**src/rtl/rdo_pkg.sv**
```systemverilog
package rdo_pkg;
    localparam int WORD_W     = 16;
    localparam int CH_PER_DEV = 6;
    localparam int N_DEV      = 2;
    localparam int N_LANE     = 3;
    localparam int N_WORDS    = CH_PER_DEV * N_DEV;
    localparam int BITS_2L    = WORD_W * N_WORDS / 2;
    localparam int BITS_3L    = WORD_W * N_WORDS / 3;
    localparam int SLOT_W     = $clog2(N_WORDS);
    localparam int BIT_CNT_W  = $clog2(BITS_2L + 1);
    localparam int WIDX_W     = BIT_CNT_W - $clog2(WORD_W);

    typedef enum logic [2:0] {
        ST_IDLE,
        ST_CONV,
        ST_WAIT,
        ST_XFER,
        ST_DONE
    } rdo_state_e;
endpackage

```
**src/rtl/rdo_slot_map.sv**
```systemverilog
module rdo_slot_map
    import rdo_pkg::*;
#(
    parameter int LANE = 0
) (
    input  logic                three_lane_i,
    input  logic [WIDX_W-1:0]   word_idx_i,
    output logic [SLOT_W-1:0]   slot_o,
    output logic                valid_o
);
    int per;
    int dev;
    int k;
    int ch;

    always_comb begin
        per     = three_lane_i ? 2 : 3;
        dev     = (int'(word_idx_i) >= per) ? 1 : 0;
        k       = int'(word_idx_i) - dev * per;
        valid_o = 1'b1;
        ch      = 0;
        if (three_lane_i) begin
            ch = LANE * 2 + k;
        end else begin
            case (LANE)
                0:       ch = (k == 2) ? 4 : k;
                1:       ch = (k == 2) ? 5 : k + 2;
                default: valid_o = 1'b0;
            endcase
        end
        if (dev >= N_DEV) valid_o = 1'b0;
        slot_o = SLOT_W'(dev * CH_PER_DEV + ch);
    end
endmodule

```
**src/rtl/rdo_lane_shift.sv**
```systemverilog
module rdo_lane_shift #(
    parameter int W = 16
) (
    input  logic         clk,
    input  logic         rst_n,
    input  logic         en_i,
    input  logic         din_i,
    output logic [W-1:0] word_o
);
    logic [W-2:0] sh_d, sh_q;

    assign word_o = {sh_q, din_i};

    always_comb begin
        sh_d = sh_q;
        if (en_i) sh_d = word_o[W-2:0];
    end

    always_ff @(posedge clk or negedge rst_n) begin
        if (!rst_n) sh_q <= '0;
        else        sh_q <= sh_d;
    end
endmodule

```
**src/rtl/daisy_readout_ctrl.sv**
```systemverilog
module daisy_readout_ctrl
    import rdo_pkg::*;
#(
    parameter int HALF_DIV = 2,
    parameter int CONV_CYC = 4
) (
    input  logic                        clk,
    input  logic                        rst_n,
    input  logic                        start_i,
    input  logic                        busy_i,
    input  logic                        lanes3_i,
    input  logic [N_LANE-1:0]           lane_din_i,
    output logic                        convst_o,
    output logic                        cs_n_o,
    output logic                        sclk_o,
    output logic [N_WORDS*WORD_W-1:0]   result_o,
    output logic                        done_o
);
    localparam int DIV_W  = $clog2(HALF_DIV + 1);
    localparam int CONV_W = $clog2(CONV_CYC + 1);

    typedef struct packed {
        rdo_state_e                           state;
        logic [DIV_W-1:0]                     div;
        logic [CONV_W-1:0]                    conv_cnt;
        logic                                 busy_seen;
        logic                                 three_lane;
        logic [BIT_CNT_W-1:0]                 bit_cnt;
        logic                                 sclk;
        logic                                 cs_n;
        logic                                 convst;
        logic                                 done;
        logic [N_WORDS-1:0][WORD_W-1:0]       res;
    } ctrl_t;

    ctrl_t d, q;

    logic                          phase_end;
    logic                          sample_en;
    logic                          word_end;
    logic [BIT_CNT_W-1:0]          frame_bits;
    logic [WIDX_W-1:0]             word_idx;
    logic [N_LANE-1:0][WORD_W-1:0] lane_word;
    logic [N_LANE-1:0][SLOT_W-1:0] lane_slot;
    logic [N_LANE-1:0]             lane_valid;

    assign phase_end  = (q.div == DIV_W'(HALF_DIV - 1));
    assign sample_en  = (q.state == ST_XFER) && q.sclk && phase_end;
    assign word_end   = sample_en && (q.bit_cnt[$clog2(WORD_W)-1:0] == '1);
    assign word_idx   = q.bit_cnt[BIT_CNT_W-1:$clog2(WORD_W)];
    assign frame_bits = q.three_lane ? BIT_CNT_W'(BITS_3L) : BIT_CNT_W'(BITS_2L);

    for (genvar l = 0; l < N_LANE; l++) begin : g_lane
        rdo_lane_shift #(.W(WORD_W)) u_shift (
            .clk    (clk),
            .rst_n  (rst_n),
            .en_i   (sample_en),
            .din_i  (lane_din_i[l]),
            .word_o (lane_word[l])
        );
        rdo_slot_map #(.LANE(l)) u_map (
            .three_lane_i (q.three_lane),
            .word_idx_i   (word_idx),
            .slot_o       (lane_slot[l]),
            .valid_o      (lane_valid[l])
        );
    end

    always_comb begin
        d      = q;
        d.done = 1'b0;
        case (q.state)
            ST_IDLE: begin
                if (start_i) begin
                    d.state      = ST_CONV;
                    d.convst     = 1'b1;
                    d.conv_cnt   = '0;
                    d.busy_seen  = 1'b0;
                    d.three_lane = lanes3_i;
                end
            end
            ST_CONV: begin
                if (busy_i) d.busy_seen = 1'b1;
                if (q.conv_cnt == CONV_W'(CONV_CYC - 1)) begin
                    d.convst = 1'b0;
                    d.state  = ST_WAIT;
                end else begin
                    d.conv_cnt = q.conv_cnt + 1'b1;
                end
            end
            ST_WAIT: begin
                if (busy_i) begin
                    d.busy_seen = 1'b1;
                end else if (q.busy_seen) begin
                    d.state   = ST_XFER;
                    d.cs_n    = 1'b0;
                    d.sclk    = 1'b1;
                    d.div     = '0;
                    d.bit_cnt = '0;
                end
            end
            ST_XFER: begin
                if (phase_end) begin
                    d.div = '0;
                    if (q.sclk) begin
                        d.sclk    = 1'b0;
                        d.bit_cnt = q.bit_cnt + 1'b1;
                        if (word_end) begin
                            for (int l = 0; l < N_LANE; l++) begin
                                if (lane_valid[l]) d.res[lane_slot[l]] = lane_word[l];
                            end
                        end
                    end else if (q.bit_cnt == frame_bits) begin
                        d.state = ST_DONE;
                        d.cs_n  = 1'b1;
                        d.sclk  = 1'b1;
                        d.done  = 1'b1;
                    end else begin
                        d.sclk = 1'b1;
                    end
                end else begin
                    d.div = q.div + 1'b1;
                end
            end
            ST_DONE: d.state = ST_IDLE;
            default: d.state = ST_IDLE;
        endcase
    end

    always_ff @(posedge clk or negedge rst_n) begin
        if (!rst_n) begin
            q.state      <= ST_IDLE;
            q.div        <= '0;
            q.conv_cnt   <= '0;
            q.busy_seen  <= 1'b0;
            q.three_lane <= 1'b0;
            q.bit_cnt    <= '0;
            q.sclk       <= 1'b1;
            q.cs_n       <= 1'b1;
            q.convst     <= 1'b0;
            q.done       <= 1'b0;
            q.res        <= '0;
        end else begin
            q <= d;
        end
    end

    assign convst_o = q.convst;
    assign cs_n_o   = q.cs_n;
    assign sclk_o   = q.sclk;
    assign done_o   = q.done;
    assign result_o = q.res;
endmodule

```
**config.mk**
```make
export PLATFORM = sky130hd
export DESIGN_NAME = daisy_readout_ctrl
export DESIGN_NICKNAME = d
export VERILOG_FILES = /design/src/rtl/rdo_pkg.sv /design/src/rtl/rdo_slot_map.sv /design/src/rtl/rdo_lane_shift.sv /design/src/rtl/daisy_readout_ctrl.sv
export SDC_FILE = /design/constraint.sdc
export NUM_CORES = 1
export LEC_CHECK = 0
export BUFFER_PORTS_ARGS = -buffer_cell sky130_fd_sc_hd__buf_2
export CAP_MARGIN = 20
export CORE_MARGIN = 2
export CORE_UTILIZATION = 45
export DETAILED_ROUTE_END_ITERATION = 12
export PLACE_DENSITY_LB_ADDON = 0.12
export REMOVE_ABC_BUFFERS = 1
export SYNTH_ARGS = -nofsm -noshare
export SYNTH_HDL_FRONTEND = slang
export SYNTH_SLANG_ARGS = --single-unit
```
**constraint.sdc**
```tcl
create_clock -name clk -period 5.7 [get_ports clk]
set_input_delay 1.14 -clock clk [delete_from_list [all_inputs] [get_ports clk]]
set_output_delay 1.14 -clock clk [all_outputs]
set_load 0.01 [all_outputs]
```
==> out/results.ini <==
[run_status]
outcome=finished, final reports clean

[pwr]
power.static_leakage_nw=8.17
power_per_cell_area_mw_per_mm2=342
max-vdd-ir-drop_v=0.000325
finalPower_w=0.00611

[setup_path]
endpoint_kind=flop
setup.worst_path.start_class=flop
path_max_fanout=16
required_ns=6.16
worst_r2r_startpoint=q[203]$_DFFE_PN0P_
critical_path.startpoint=q[203]$_DFFE_PN0P_
timing.reg2reg.setup_slack_ns=0.40
timing.setup.critical_path_class=reg2reg
crit_arrival_ns=5.76

[yosys]
synth-async-reset-ratio_pct=100
synth.avg_cell_area_um2=9.36
cell_area_synth_mm2=0.0168
synth-seq-cells=258
post_synth_num_cell_types=69
synthCells=1796
post_synth_edffs=0
seq_area_frac_synth_pct=38.4
ys_dominant_reg_cell=sky130_fd_sc_hd__dfrtp_1
synth_warnings=0

[timing]
final-max-slew-violation-count=0
fin_skew_ns=0.0137
worst_slew_pin_slew_ns=1.13
setup_viol=0
final_hold_viol_count=0
period_share_pct=93.0
max_slew_margin_pct=24.7
rsz0062_at_grt=false
finalCriticalPeriod_ns=5.30
achievable-frequency_ghz=0.189

[clocking]
cts_inserted_buffers=31
clock_sink_count=258
clock_insertion_delay_worst_skew_ns=0.59
postCtsHoldBufs=0
clock_tree_from_tritoncts=built
cts-root-to-sink-buffers=3
clk_pin_slew_worst_paths_ns=0.06
cts.htree.levels=1
clock-root-buffer=sky130_fd_sc_hd__clkbuf_16

[detailed_routing]
met2WireLength_um=27700
route.top_layer_used=met5
drt-met1-wl_um=27000
drtAntennaViolNets=0
wirelength_um=62600
drc=0
first_iter_violations=1556
vias=14400
routed_via_density=6.48
detail_route.wl_per_cell_um=28.2
detail_route.first_pass.iterations=6
routed-wl-met3_um=5500

[cells_and_area]
antenna_cells_inserted=0
areaGrowthSynthToFinish_pct=6.27
utilization_pct=48.7
stdcell_count=2222
nFillCells=3519
nNetsFinal=1756
drive_above_1_share_pct=26.9

[global_routing]
grt_pass1_wl_um=91900
grt.overflow.total=0
maximum_number_of_pins_on_one_net_before_global_route_repair=147
first_global_vias=13600
grt_antenna_before_repair=1
groute.usage.overall_pct=31.7

[die]
fp.dieH_um=197
floorplan.core_area_mm2=0.0367
die_boundary_width_um=197
rows=70
die-area_mm2=0.0389
start_util_pct=45.8
io_pins=204

[place]
dp.cells=2162
place.gp.congestion=0.955
port_buffers=203
hpwl_um=37000

[min_path]
hold_class=in2async

[flow_run]
maxCapViolCount=0

cells by family (layout without fill, tap and decap cells):
family / Yosys count / count (layout) / synth area share (%)
buffers and inverters: 380 / 338 / 13.7
adder cells (fa/ha/maj): 17 / 17 / 1.44
multiplexers: 176 / 176 / 11.2
XOR/XNOR: 11 / 11 / 0.744
AND/OR/NAND/NOR: 419 / 419 / 11.9
flip-flops: 258 / 258 / 38.4
AO/OA/AOI/OAI: 535 / 535 / 22.6
path summary, 6_finish.rpt:
path                                        endpoint  depth (start not counted)
hold reg to reg             result_o[65]$_DFFE_PN0P_                          1
min in group clk            result_o[65]$_DFFE_PN0P_                          1
setup reg to reg           result_o[162]$_DFFE_PN0P_                         22
setup / recovery           result_o[162]$_DFFE_PN0P_                         22
hold / removal              result_o[54]$_DFFE_PN0P_                          1
max in group asynchronous   result_o[91]$_DFFE_PN0P_                          2
critical path, stage by stage (launching register included):
cell                       delay, ns
sky130_fd_sc_hd__dfrtp_1        0.39
sky130_fd_sc_hd__inv_1          0.10
sky130_fd_sc_hd__ha_1           0.23
sky130_fd_sc_hd__nand2b_2       0.24
sky130_fd_sc_hd__a21oi_2        0.20
sky130_fd_sc_hd__nor2_1         0.06
sky130_fd_sc_hd__ha_1           0.22
sky130_fd_sc_hd__fa_1           0.40
sky130_fd_sc_hd__ha_1           0.33
sky130_fd_sc_hd__ha_1           0.17
sky130_fd_sc_hd__nor4b_2        0.24
sky130_fd_sc_hd__and3_1         0.24
sky130_fd_sc_hd__nor2_1         0.05
sky130_fd_sc_hd__ha_1           0.18
sky130_fd_sc_hd__inv_1          0.06
sky130_fd_sc_hd__fa_2           0.26
sky130_fd_sc_hd__nor3_1         0.07
sky130_fd_sc_hd__a31oi_2        0.29
sky130_fd_sc_hd__nand3_4        0.21
sky130_fd_sc_hd__nor3_2         0.22
sky130_fd_sc_hd__buf_4          0.30
sky130_fd_sc_hd__mux2_2         0.37
sky130_fd_sc_hd__a221o_1        0.32
synthesized netlist by cell type (6+ instances only):
cell	number	area, um2
sky130_fd_sc_hd__buf_6	7	78.8
sky130_fd_sc_hd__clkbuf_1	95	357
sky130_fd_sc_hd__nor3_4	7	114
sky130_fd_sc_hd__xnor2_1	6	52.6
sky130_fd_sc_hd__nor3_2	8	80.1
sky130_fd_sc_hd__buf_1	7	26.3
sky130_fd_sc_hd__o311a_1	32	320
sky130_fd_sc_hd__nand2_1	135	507
sky130_fd_sc_hd__buf_2	48	240
sky130_fd_sc_hd__mux2i_1	80	801
sky130_fd_sc_hd__nand2b_1	7	43.8
sky130_fd_sc_hd__buf_4	204	1530
sky130_fd_sc_hd__and3_1	27	169
sky130_fd_sc_hd__dfrtp_1	256	6410
sky130_fd_sc_hd__a221o_1	48	480
sky130_fd_sc_hd__a221oi_2	10	150
sky130_fd_sc_hd__ha_1	13	163
sky130_fd_sc_hd__o21ai_0	71	355
sky130_fd_sc_hd__a221oi_1	35	307
sky130_fd_sc_hd__o22a_1	32	280
sky130_fd_sc_hd__nor2_1	146	548
sky130_fd_sc_hd__o221ai_1	32	280
sky130_fd_sc_hd__o21ai_1	13	65.1
sky130_fd_sc_hd__a21oi_1	160	801
sky130_fd_sc_hd__mux2_2	96	1080
sky130_fd_sc_hd__a22o_1	12	105
sky130_fd_sc_hd__o22ai_1	64	400
sky130_fd_sc_hd__inv_1	17	63.8
sky130_fd_sc_hd__nand3_1	54	270
power by group:
| part | internal, W | leakage (nW) | switching, W |
|---|---|---|---|
| Sequential | 0.00193 | 3.54 | 0.000500 |
| Combinational | 0.000582 | 4.10 | 0.000937 |
| Clock | 0.00132 | 0.541 | 0.000836 |
| Total | 0.00384 | 8.17 | 0.00227 |
sequential cells by signal (all words and copies together) (netlist names):
signal and flops:
q 17, cs_n_o 1, result_o 192, done_o 1, sclk_o 1, convst_o 1, g_lane.u_shift.sh_q 45
timing repair:
item	in CTS	in global routing
setup endpoints to repair	16	192
buffers inserted	1	3
resized for setup	0	15
pin swaps	0	1
hold endpoints to repair	0	0
cell type report:
cell class	instances	area [um2]	area share [%]
Sequential cell	258	6460	36.1
Clock buffer	44	905	5.06
Inverter	17	63.8	0.357
Tap cell	468	586	3.28
Clock inverter	12	195	1.09
Multi-Input combinational cell	1158	8130	45.5
Timing Repair Buffer	265	1530	8.58
per-layer routing:
metal | global-route usage (%) | vias up
li1 | - | 6282
met1 | 45.7 | 7231
met2 | 46.9 | 745
met3 | 6.06 | 140
met4 | 11.9 | 2
met5 | 0 | -
through the flow:
stage	setup TNS, ns	instance area [um2]	setup slack [ns]	hold slack, ns
final	0	17900	0.397	0.464
after global routing	0	17900	0.00400	0.498
after detailed placement	-0.00514	16700	-0.00514	0.489
after CTS	0	17800	0.0458	0.484
after global placement	0	16700	0.146	0.491
after floorplan	-203.65	14600	-1.61	0.469
cells in the final DEF (no fill, tap or decap), types with 48 or more instances in the layout:
| master | n |
|---|---|
| sky130_fd_sc_hd__o22ai_1 | 64 |
| sky130_fd_sc_hd__mux2_2 | 96 |
| sky130_fd_sc_hd__a221o_1 | 48 |
| sky130_fd_sc_hd__buf_4 | 58 |
| sky130_fd_sc_hd__nand2_1 | 132 |
| sky130_fd_sc_hd__mux2i_1 | 80 |
| sky130_fd_sc_hd__buf_2 | 202 |
| sky130_fd_sc_hd__nand3_1 | 54 |
| sky130_fd_sc_hd__o21ai_0 | 71 |
| sky130_fd_sc_hd__dfrtp_1 | 256 |
| sky130_fd_sc_hd__a21oi_1 | 158 |
| sky130_fd_sc_hd__nor2_1 | 146 |
No activity file was read; power rests on OpenSTA's default activity.
